**config.mk**
```make
export PLATFORM = sky130hd
export DESIGN_NAME = tmr_counter
export DESIGN_NICKNAME = d
export VERILOG_FILES = /design/src/rtl/tmr_pkg.sv /design/src/rtl/tmr_edge_sync.sv /design/src/rtl/tmr_src_mux.sv /design/src/rtl/tmr_count_core.sv /design/src/rtl/tmr_counter.sv
export SDC_FILE = /design/constraint.sdc
export NUM_CORES = 1
export LEC_CHECK = 0
export BUFFER_PORTS_ARGS = -buffer_cell sky130_fd_sc_hd__buf_2
export CAP_MARGIN = 40
export CORE_ASPECT_RATIO = 0.8
export CORE_MARGIN = 2
export CORE_UTILIZATION = 45
export CTS_BUF_LIST = sky130_fd_sc_hd__clkbuf_8
export DETAILED_ROUTE_END_ITERATION = 10
export PLACE_DENSITY_LB_ADDON = 0.2
export SLEW_MARGIN = 20
export SYNTH_ARGS = -nofsm -noshare
export SYNTH_HDL_FRONTEND = slang
export SYNTH_SLANG_ARGS = --single-unit
```
**constraint.sdc**
```tcl
create_clock -name clk_i -period 4.15 [get_ports clk_i]
set_input_delay 0.83 -clock clk_i [delete_from_list [all_inputs] [get_ports clk_i]]
set_output_delay 0.83 -clock clk_i [all_outputs]
set_load 0.1 [all_outputs]
```
**src/rtl/tmr_pkg.sv**
```systemverilog
package tmr_pkg;
  localparam int unsigned ADDR_W = 2;

  localparam logic [ADDR_W-1:0] ADDR_CTRL  = 2'd0;
  localparam logic [ADDR_W-1:0] ADDR_COUNT = 2'd1;
  localparam logic [ADDR_W-1:0] ADDR_MOD   = 2'd2;

  localparam int unsigned BIT_CENTER = 2;
  localparam int unsigned BIT_IE     = 3;
  localparam int unsigned BIT_FLAG   = 7;

  typedef enum logic [1:0] {
    CS_OFF = 2'b00,
    CS_BUS = 2'b01,
    CS_FIX = 2'b10,
    CS_EXT = 2'b11
  } clk_sel_e;
endpackage

```
**src/rtl/tmr_edge_sync.sv**
```systemverilog
module tmr_edge_sync #(
  parameter int unsigned STAGES = 2
) (
  input  logic clk_i,
  input  logic rst_ni,
  input  logic async_i,
  output logic pulse_o
);
  logic [STAGES-1:0] sync_q;
  logic              last_q;

  always_ff @(posedge clk_i or negedge rst_ni) begin
    if (!rst_ni) begin
      sync_q <= '0;
      last_q <= 1'b0;
    end else begin
      sync_q <= {sync_q[STAGES-2:0], async_i};
      last_q <= sync_q[STAGES-1];
    end
  end

  assign pulse_o = sync_q[STAGES-1] & ~last_q;

  // one bus-cycle pulse per source edge
  a_r4_single_pulse: assert property (@(posedge clk_i) disable iff (!rst_ni)
    pulse_o |=> !pulse_o);
endmodule

```
**src/rtl/tmr_src_mux.sv**
```systemverilog
module tmr_src_mux
  import tmr_pkg::*;
#(
  parameter int unsigned SYNC_STAGES = 2
) (
  input  logic     clk_i,
  input  logic     rst_ni,
  input  clk_sel_e sel_i,
  input  logic     fix_clk_i,
  input  logic     ext_clk_i,
  output logic     tick_o
);
  localparam int unsigned N_SRC = 2;

  logic [N_SRC-1:0] src;
  logic [N_SRC-1:0] pulse;

  assign src = {ext_clk_i, fix_clk_i};

  for (genvar i = 0; i < N_SRC; i++) begin : g_sync
    tmr_edge_sync #(.STAGES(SYNC_STAGES)) u_sync (
      .clk_i   (clk_i),
      .rst_ni  (rst_ni),
      .async_i (src[i]),
      .pulse_o (pulse[i])
    );
  end

  always_comb begin
    unique case (sel_i)
      CS_BUS:  tick_o = 1'b1;
      CS_FIX:  tick_o = pulse[0];
      CS_EXT:  tick_o = pulse[1];
      default: tick_o = 1'b0;
    endcase
  end
endmodule

```
**src/rtl/tmr_count_core.sv**
```systemverilog
module tmr_count_core #(
  parameter int unsigned CNT_W = 16
) (
  input  logic             clk_i,
  input  logic             rst_ni,
  input  logic             tick_i,
  input  logic             center_i,
  input  logic [CNT_W-1:0] mod_i,
  input  logic             clr_i,
  output logic [CNT_W-1:0] cnt_o,
  output logic             down_o,
  output logic             ovf_o
);
  logic [CNT_W-1:0] cnt_q, cnt_d, top;
  logic             dn_q, dn_d;
  logic             no_mod;

  assign no_mod = (mod_i == '0);
  assign top    = no_mod ? {CNT_W{1'b1}} : mod_i;

  always_comb begin
    cnt_d = cnt_q;
    dn_d  = dn_q & center_i;
    ovf_o = 1'b0;
    if (clr_i) begin
      cnt_d = '0;
      dn_d  = 1'b0;
    end else if (tick_i) begin
      if (!center_i) begin
        if (cnt_q >= top) begin
          cnt_d = '0;
          ovf_o = 1'b1;
        end else begin
          cnt_d = cnt_q + 1'b1;
        end
      end else if (no_mod) begin
        cnt_d = '0;
        dn_d  = 1'b0;
      end else if (!dn_q) begin
        if (cnt_q >= mod_i) begin
          cnt_d = cnt_q - 1'b1;
          dn_d  = 1'b1;
          ovf_o = 1'b1;
        end else begin
          cnt_d = cnt_q + 1'b1;
        end
      end else if (cnt_q == '0) begin
        cnt_d = cnt_q + 1'b1;
        dn_d  = 1'b0;
      end else begin
        cnt_d = cnt_q - 1'b1;
      end
    end
  end

  always_ff @(posedge clk_i or negedge rst_ni) begin
    if (!rst_ni) begin
      cnt_q <= '0;
      dn_q  <= 1'b0;
    end else begin
      cnt_q <= cnt_d;
      dn_q  <= dn_d;
    end
  end

  assign cnt_o  = cnt_q;
  assign down_o = dn_q;

  // wrap to zero at top of count
  a_r6_up_wrap: assert property (@(posedge clk_i) disable iff (!rst_ni)
    (tick_i && !center_i && !clr_i && cnt_q == top) |=> (cnt_q == '0 && !dn_q));

  // turn at modulus
  a_r7_center_turn: assert property (@(posedge clk_i) disable iff (!rst_ni)
    (tick_i && center_i && !clr_i && !no_mod && !dn_q && cnt_q == mod_i)
      |=> (dn_q && cnt_q == CNT_W'($past(mod_i) - 1'b1)));

  // center mode with no modulus holds zero
  a_r8_hold_zero: assert property (@(posedge clk_i) disable iff (!rst_ni)
    (tick_i && center_i && no_mod && !clr_i) |=> (cnt_q == '0));

  // count write restarts upward from zero
  a_r11_count_write: assert property (@(posedge clk_i) disable iff (!rst_ni)
    clr_i |=> (cnt_q == '0 && !dn_q));
endmodule

```
**src/rtl/tmr_counter.sv**
```systemverilog
module tmr_counter
  import tmr_pkg::*;
#(
  parameter int unsigned CNT_W       = 16,
  parameter int unsigned SYNC_STAGES = 2
) (
  input  logic              clk_i,
  input  logic              rst_ni,
  input  logic              wr_en_i,
  input  logic [ADDR_W-1:0] wr_addr_i,
  input  logic [CNT_W-1:0]  wr_data_i,
  input  logic [ADDR_W-1:0] rd_addr_i,
  output logic [CNT_W-1:0]  rd_data_o,
  input  logic              fix_clk_i,
  input  logic              ext_clk_i,
  output logic [CNT_W-1:0]  count_o,
  output logic              dir_down_o,
  output logic              irq_o
);
  clk_sel_e         sel_q;
  logic             center_q, ie_q, flag_q;
  logic [CNT_W-1:0] mod_q;
  logic             ctrl_wr, cnt_wr, mod_wr, flag_clr;
  logic             tick, ovf;

  assign ctrl_wr  = wr_en_i && (wr_addr_i == ADDR_CTRL);
  assign cnt_wr   = wr_en_i && (wr_addr_i == ADDR_COUNT);
  assign mod_wr   = wr_en_i && (wr_addr_i == ADDR_MOD);
  assign flag_clr = ctrl_wr && wr_data_i[BIT_FLAG];

  always_ff @(posedge clk_i or negedge rst_ni) begin
    if (!rst_ni) begin
      sel_q    <= CS_OFF;
      center_q <= 1'b0;
      ie_q     <= 1'b0;
      mod_q    <= '0;
    end else begin
      if (ctrl_wr) begin
        sel_q    <= clk_sel_e'(wr_data_i[1:0]);
        center_q <= wr_data_i[BIT_CENTER];
        ie_q     <= wr_data_i[BIT_IE];
      end
      if (mod_wr) mod_q <= wr_data_i;
    end
  end

  // overflow set has priority over the software clear
  always_ff @(posedge clk_i or negedge rst_ni) begin
    if (!rst_ni)       flag_q <= 1'b0;
    else if (ovf)      flag_q <= 1'b1;
    else if (flag_clr) flag_q <= 1'b0;
  end

  tmr_src_mux #(.SYNC_STAGES(SYNC_STAGES)) u_src (
    .clk_i     (clk_i),
    .rst_ni    (rst_ni),
    .sel_i     (sel_q),
    .fix_clk_i (fix_clk_i),
    .ext_clk_i (ext_clk_i),
    .tick_o    (tick)
  );

  tmr_count_core #(.CNT_W(CNT_W)) u_core (
    .clk_i    (clk_i),
    .rst_ni   (rst_ni),
    .tick_i   (tick),
    .center_i (center_q),
    .mod_i    (mod_q),
    .clr_i    (cnt_wr),
    .cnt_o    (count_o),
    .down_o   (dir_down_o),
    .ovf_o    (ovf)
  );

  always_comb begin
    rd_data_o = '0;
    unique case (rd_addr_i)
      ADDR_CTRL: begin
        rd_data_o[1:0]        = sel_q;
        rd_data_o[BIT_CENTER] = center_q;
        rd_data_o[BIT_IE]     = ie_q;
        rd_data_o[BIT_FLAG]   = flag_q;
      end
      ADDR_COUNT: rd_data_o = count_o;
      ADDR_MOD:   rd_data_o = mod_q;
      default:    rd_data_o = '0;
    endcase
  end

  assign irq_o = flag_q & ie_q;

  // stopped counter holds
  a_r2_stopped: assert property (@(posedge clk_i) disable iff (!rst_ni)
    (sel_q == CS_OFF && !cnt_wr) |=> $stable(count_o));

  // set wins over clear
  a_r10_set_wins: assert property (@(posedge clk_i) disable iff (!rst_ni)
    ovf |=> flag_q);
endmodule

```
==> qor.log <==
INFO  run_status     run_status=completed
INFO  cts            insertion_delay=0.31ns
INFO  die            std_cell_rows=29
INFO  synth          synth_cells=430
INFO  synth          syn-num-nets=494
INFO  detailed_routing drt_iter0_markers=298
INFO  cts            postCtsSetupRepairBufs=0
INFO  worst_setup_path worstSetupPathType=reg -> reg
INFO  cts            cts_num_sinks=44
INFO  final_layout   final_layout_size_suffix_gt1_frac=0.244
INFO  die            fp.dieArea=9210um2
INFO  detailed_routing drc=0
INFO  cts            cts_max_level=2
INFO  synth          count_of_flip_flops_with_a_built_in_enable_after_synthesis=0
INFO  worst_setup_path timing.critical_path.arrival=3.97ns
INFO  cts            post_cts_hold_buffer_count=0
INFO  global_route   maximum_number_of_pins_on_one_net_before_global_route_repair=24
INFO  sta            rsz_0062_raised_after_global_routing=no
INFO  detailed_routing drt.antenna.violating_nets=0
INFO  global_route   grt_first_pass_wirelength=17.3mm
INFO  worst_setup_path critical_path_buf_inv_count=0
INFO  final_layout   num-fill-cells=777
INFO  power_and_ir_drop ir_drop=589uV
INFO  cts            number_of_buffers_created_by_cts=5
INFO  synth          compound_cell_area_share_of_the_yosys_netlist=0.201
INFO  power_and_ir_drop post-layout-total-power=3110uW
INFO  worst_setup_path cpMaxStageDelayCell=dfrtp_1
INFO  run            max_cap_viol_count=0
INFO  worst_setup_path timing.critical_path.slowest_cell_delay=0.48ns
INFO  detailed_routing routed_wl=10.9mm
INFO  synth          synth_fa_ha_area_frac=0.128
INFO  global_route   first_global_vias=3394
INFO  detailed_routing first_pass_iters=5
INFO  sta            finClkSkew=0.0110ns
INFO  place          routabilityCongestion=0.914
INFO  worst_setup_path worst_setup_path_start_kind=register
INFO  worst_setup_path cp_max_fo=15
INFO  sta            timing.final.setup_violations=0
INFO  die            die_extent_in_x=107um
INFO  synth          postSynthRegisterBits=44
INFO  sta            fin_tns_setup=0ns
INFO  final_layout   num-nets-final=546
INFO  power_and_ir_drop lkg_pwr=0.00197uW
INFO  synth          synth.area.mux_share=0.0779
INFO  synth          synth_top_family_by_area=simple AND/OR/NAND/NOR gates
INFO  sta            drv_slew=0
INFO  synth          synth-simple-area-share=0.215
INFO  synth          post_synth_arst_share=1.00
INFO  sta            timing.final.hold_violations=0
INFO  worst_setup_path crit_chain=nor4_1, and4_1, nor2_1, ha_1, a211oi_1, o21ai_0, a221oi_1, a21bo_2, nor2_1, a21oi_1, o311ai_1
INFO  detailed_routing detail_route.wl_per_cell=18.4um
INFO  die            boundaryPins=59
INFO  synth          synth_seq_area_share=0.289
INFO  worst_setup_path critical_path.most_common_cell=nor2_1
INFO  sta            period_needed=3.75ns
INFO  synth          syn-mean-instance-area=8.85um2
INFO  final_layout   diodes=0
INFO  final_layout   syn_to_final_growth=13.7%
INFO  place          port_buffers=58
INFO  worst_setup_path worstPathRequired=4.37ns
INFO  worst_hold_path holdCritPathClass=reg -> reg
INFO  worst_setup_path critPathTopFamily=compound AO/OA/AOI/OAI gates
INFO  detailed_routing detailed_route_vias_per_instance=6.09
INFO  cts            cts.reportedPaths.clkPinSlew=0.10ns
INFO  sta            max_freq=267MHz
INFO  sta            slew-limit-headroom=0.460
INFO  final_layout   multiInputGateArea=2450um2
INFO  power_and_ir_drop power.density=720nW/um2
INFO  final_layout   sequential_cell_area=1100um2
INFO  die            core_area=8060um2
INFO  detailed_routing via_count=3601
INFO  synth          netlist-cell-type-count=67
INFO  global_route   grt_util_all_layers=0.239
INFO  die            die-height=86.3um
INFO  die            start_util=0.473
INFO  synth          synthFlopType=dfrtp_1
INFO  global_route   antenna_found_initial=0
INFO  synth          yosys_warnings=0
INFO  synth          netlist_area=3810um2
INFO  cts            cts_tree=done
INFO  sta            worstMarginPinSlew=0.808ns
INFO  cts            cts_buffer_depth=2
INFO  worst_setup_path cp_capture_type=register
INFO  cts            cts_repair_resize_count=0
INFO  place          hpwl=8.24mm
INFO  synth          share_of_the_synthesized_netlist_area_taken_by_xor_and_xnor_gates=0.0230
INFO  sta            final_min_period_over_clock_period=0.904
INFO  cts            cts-root-buf=clkbuf_8
INFO  global_route   grt_remaining_overflow=0
[cells in the mapped netlist (all sizes together), types with 4 or more instances]
| library cell | n | share of area |
|---|---|---|
| a222oi | 5 | 0.013 |
| clkbuf | 18 | 0.020 |
| nor4 | 7 | 0.015 |
| nor2 | 40 | 0.039 |
| mux2 | 21 | 0.062 |
| nand2b | 4 | 0.0085 |
| o21ai | 18 | 0.024 |
| or3 | 6 | 0.0099 |
| and3 | 5 | 0.0082 |
| a221o | 4 | 0.011 |
| o211ai | 4 | 0.0079 |
| inv | 26 | 0.026 |
| a22oi | 13 | 0.029 |
| nand4 | 5 | 0.0082 |
| nand3 | 10 | 0.013 |
| xnor2 | 8 | 0.018 |
| nor3 | 21 | 0.031 |
| nand2 | 28 | 0.028 |
| a21oi | 21 | 0.028 |
| buf | 10 | 0.020 |
| a211oi | 5 | 0.0099 |
| mux2i | 6 | 0.016 |
| nor2b | 11 | 0.018 |
| o311ai | 4 | 0.0092 |
| dfrtp | 44 | 0.29 |
| ha | 39 | 0.13 |
| or2 | 5 | 0.0082 |
[worst register-to-register path: stages (launching register included)]
cell and delay (ns):
dfrtp_1 0.48, nor4_1 0.41, and4_1 0.41, nor2_1 0.07, ha_1 0.32, a211oi_1 0.25, o21ai_0 0.14, a221oi_1 0.31
a21bo_2 0.38, nor2_1 0.39, a21oi_1 0.20, o311ai_1 0.30
[final timing paths]
| path | from | endpoint | cells past startpoint | slack [ns] |
|---|---|---|---|---|
| max | mod_q[11] | u_core.cnt_o[3] | 11 | 0.40 |
| min | u_src.g_sync[1].u_sync.sync_q[0] | u_src.g_sync[1].u_sync.sync_q[1] | 0 | 0.36 |
| max reg2reg | mod_q[11] | u_core.cnt_o[3] | 11 | 0.40 |
| min reg2reg | u_src.g_sync[1].u_sync.sync_q[0] | u_src.g_sync[1].u_sync.sync_q[1] | 0 | 0.36 |
| max in group asynchronous | rst_ni | mod_q[4] | 2 | 3.14 |
| min in group asynchronous | rst_ni | u_core.cnt_o[14] | 1 | 0.50 |
[final cells by class]
cell class,count,area share
tap,108,0.0312
clock buffer,5,0.0159
clock inverter,3,0.0110
inverter,26,0.0225
multi-input combinational,332,0.567
timing repair buffer,73,0.0977
sequential,44,0.254
[per-layer routing]
layer  up-vias  part of all wire  GRT usage
met5         -                 0          0
met4         0             0.016     0.0732
met3        16             0.074     0.0316
met2       151              0.44      0.368
met1      1740              0.47      0.349
li1       1694                 -          -
[cell families after synthesis]
group / count (synthesis)
xor+xnor: 10
compound gates: 101
mux: 27
simple gates: 155
flops: 44
fa+ha+maj: 39
buf+inv: 54
[power breakdown]
group | switching, uW | internal (uW) | leakage (uW)
registers | 164 | 529 | 0.000547
clock network | 169 | 182 | 0.0000583
logic | 1440 | 632 | 0.00137
[placed cells by master (no fill, tap or decap), types with 10 or more instances in the layout]
master   synthesis  final
buf_2            3     58
dfrtp_1         44     44
nor2_1          40     40
ha_1            39     39
nand2_1         28     28
inv_1           26     26
a21oi_1         21     21
mux2_2          21     21
nor3_1          20     20
o21ai_0         17     17
a22oi_1         12     12
buf_4            1     12
nor2b_1         11     11
nand3_1         10     10
[sequential cells by signal, indices dropped and copies added (netlist names)]
name                        cells
u_src.g_sync.u_sync.sync_q      4
center_q                        1
u_core.down_o                   1
mod_q                          16
sel_q                           2
ie_q                            1
flag_q                          1
u_core.cnt_o                   16
u_src.g_sync.u_sync.last_q      2
[stage by stage]
stage                     worst slack [ns]  cells  hold WS, ns  utilization  instance area, um2
after floorplan                      0.338    430        0.331            -                3810
final                                0.398    591        0.358        0.537                4330
after global routing                0.0164    591        0.369        0.537                4330
after global placement               0.626    580        0.333        0.518                4170
after CTS                            0.429    590        0.360        0.536                4320
after detailed placement             0.442    582        0.337        0.521                4200
Power figures use the tool's default switching activity.
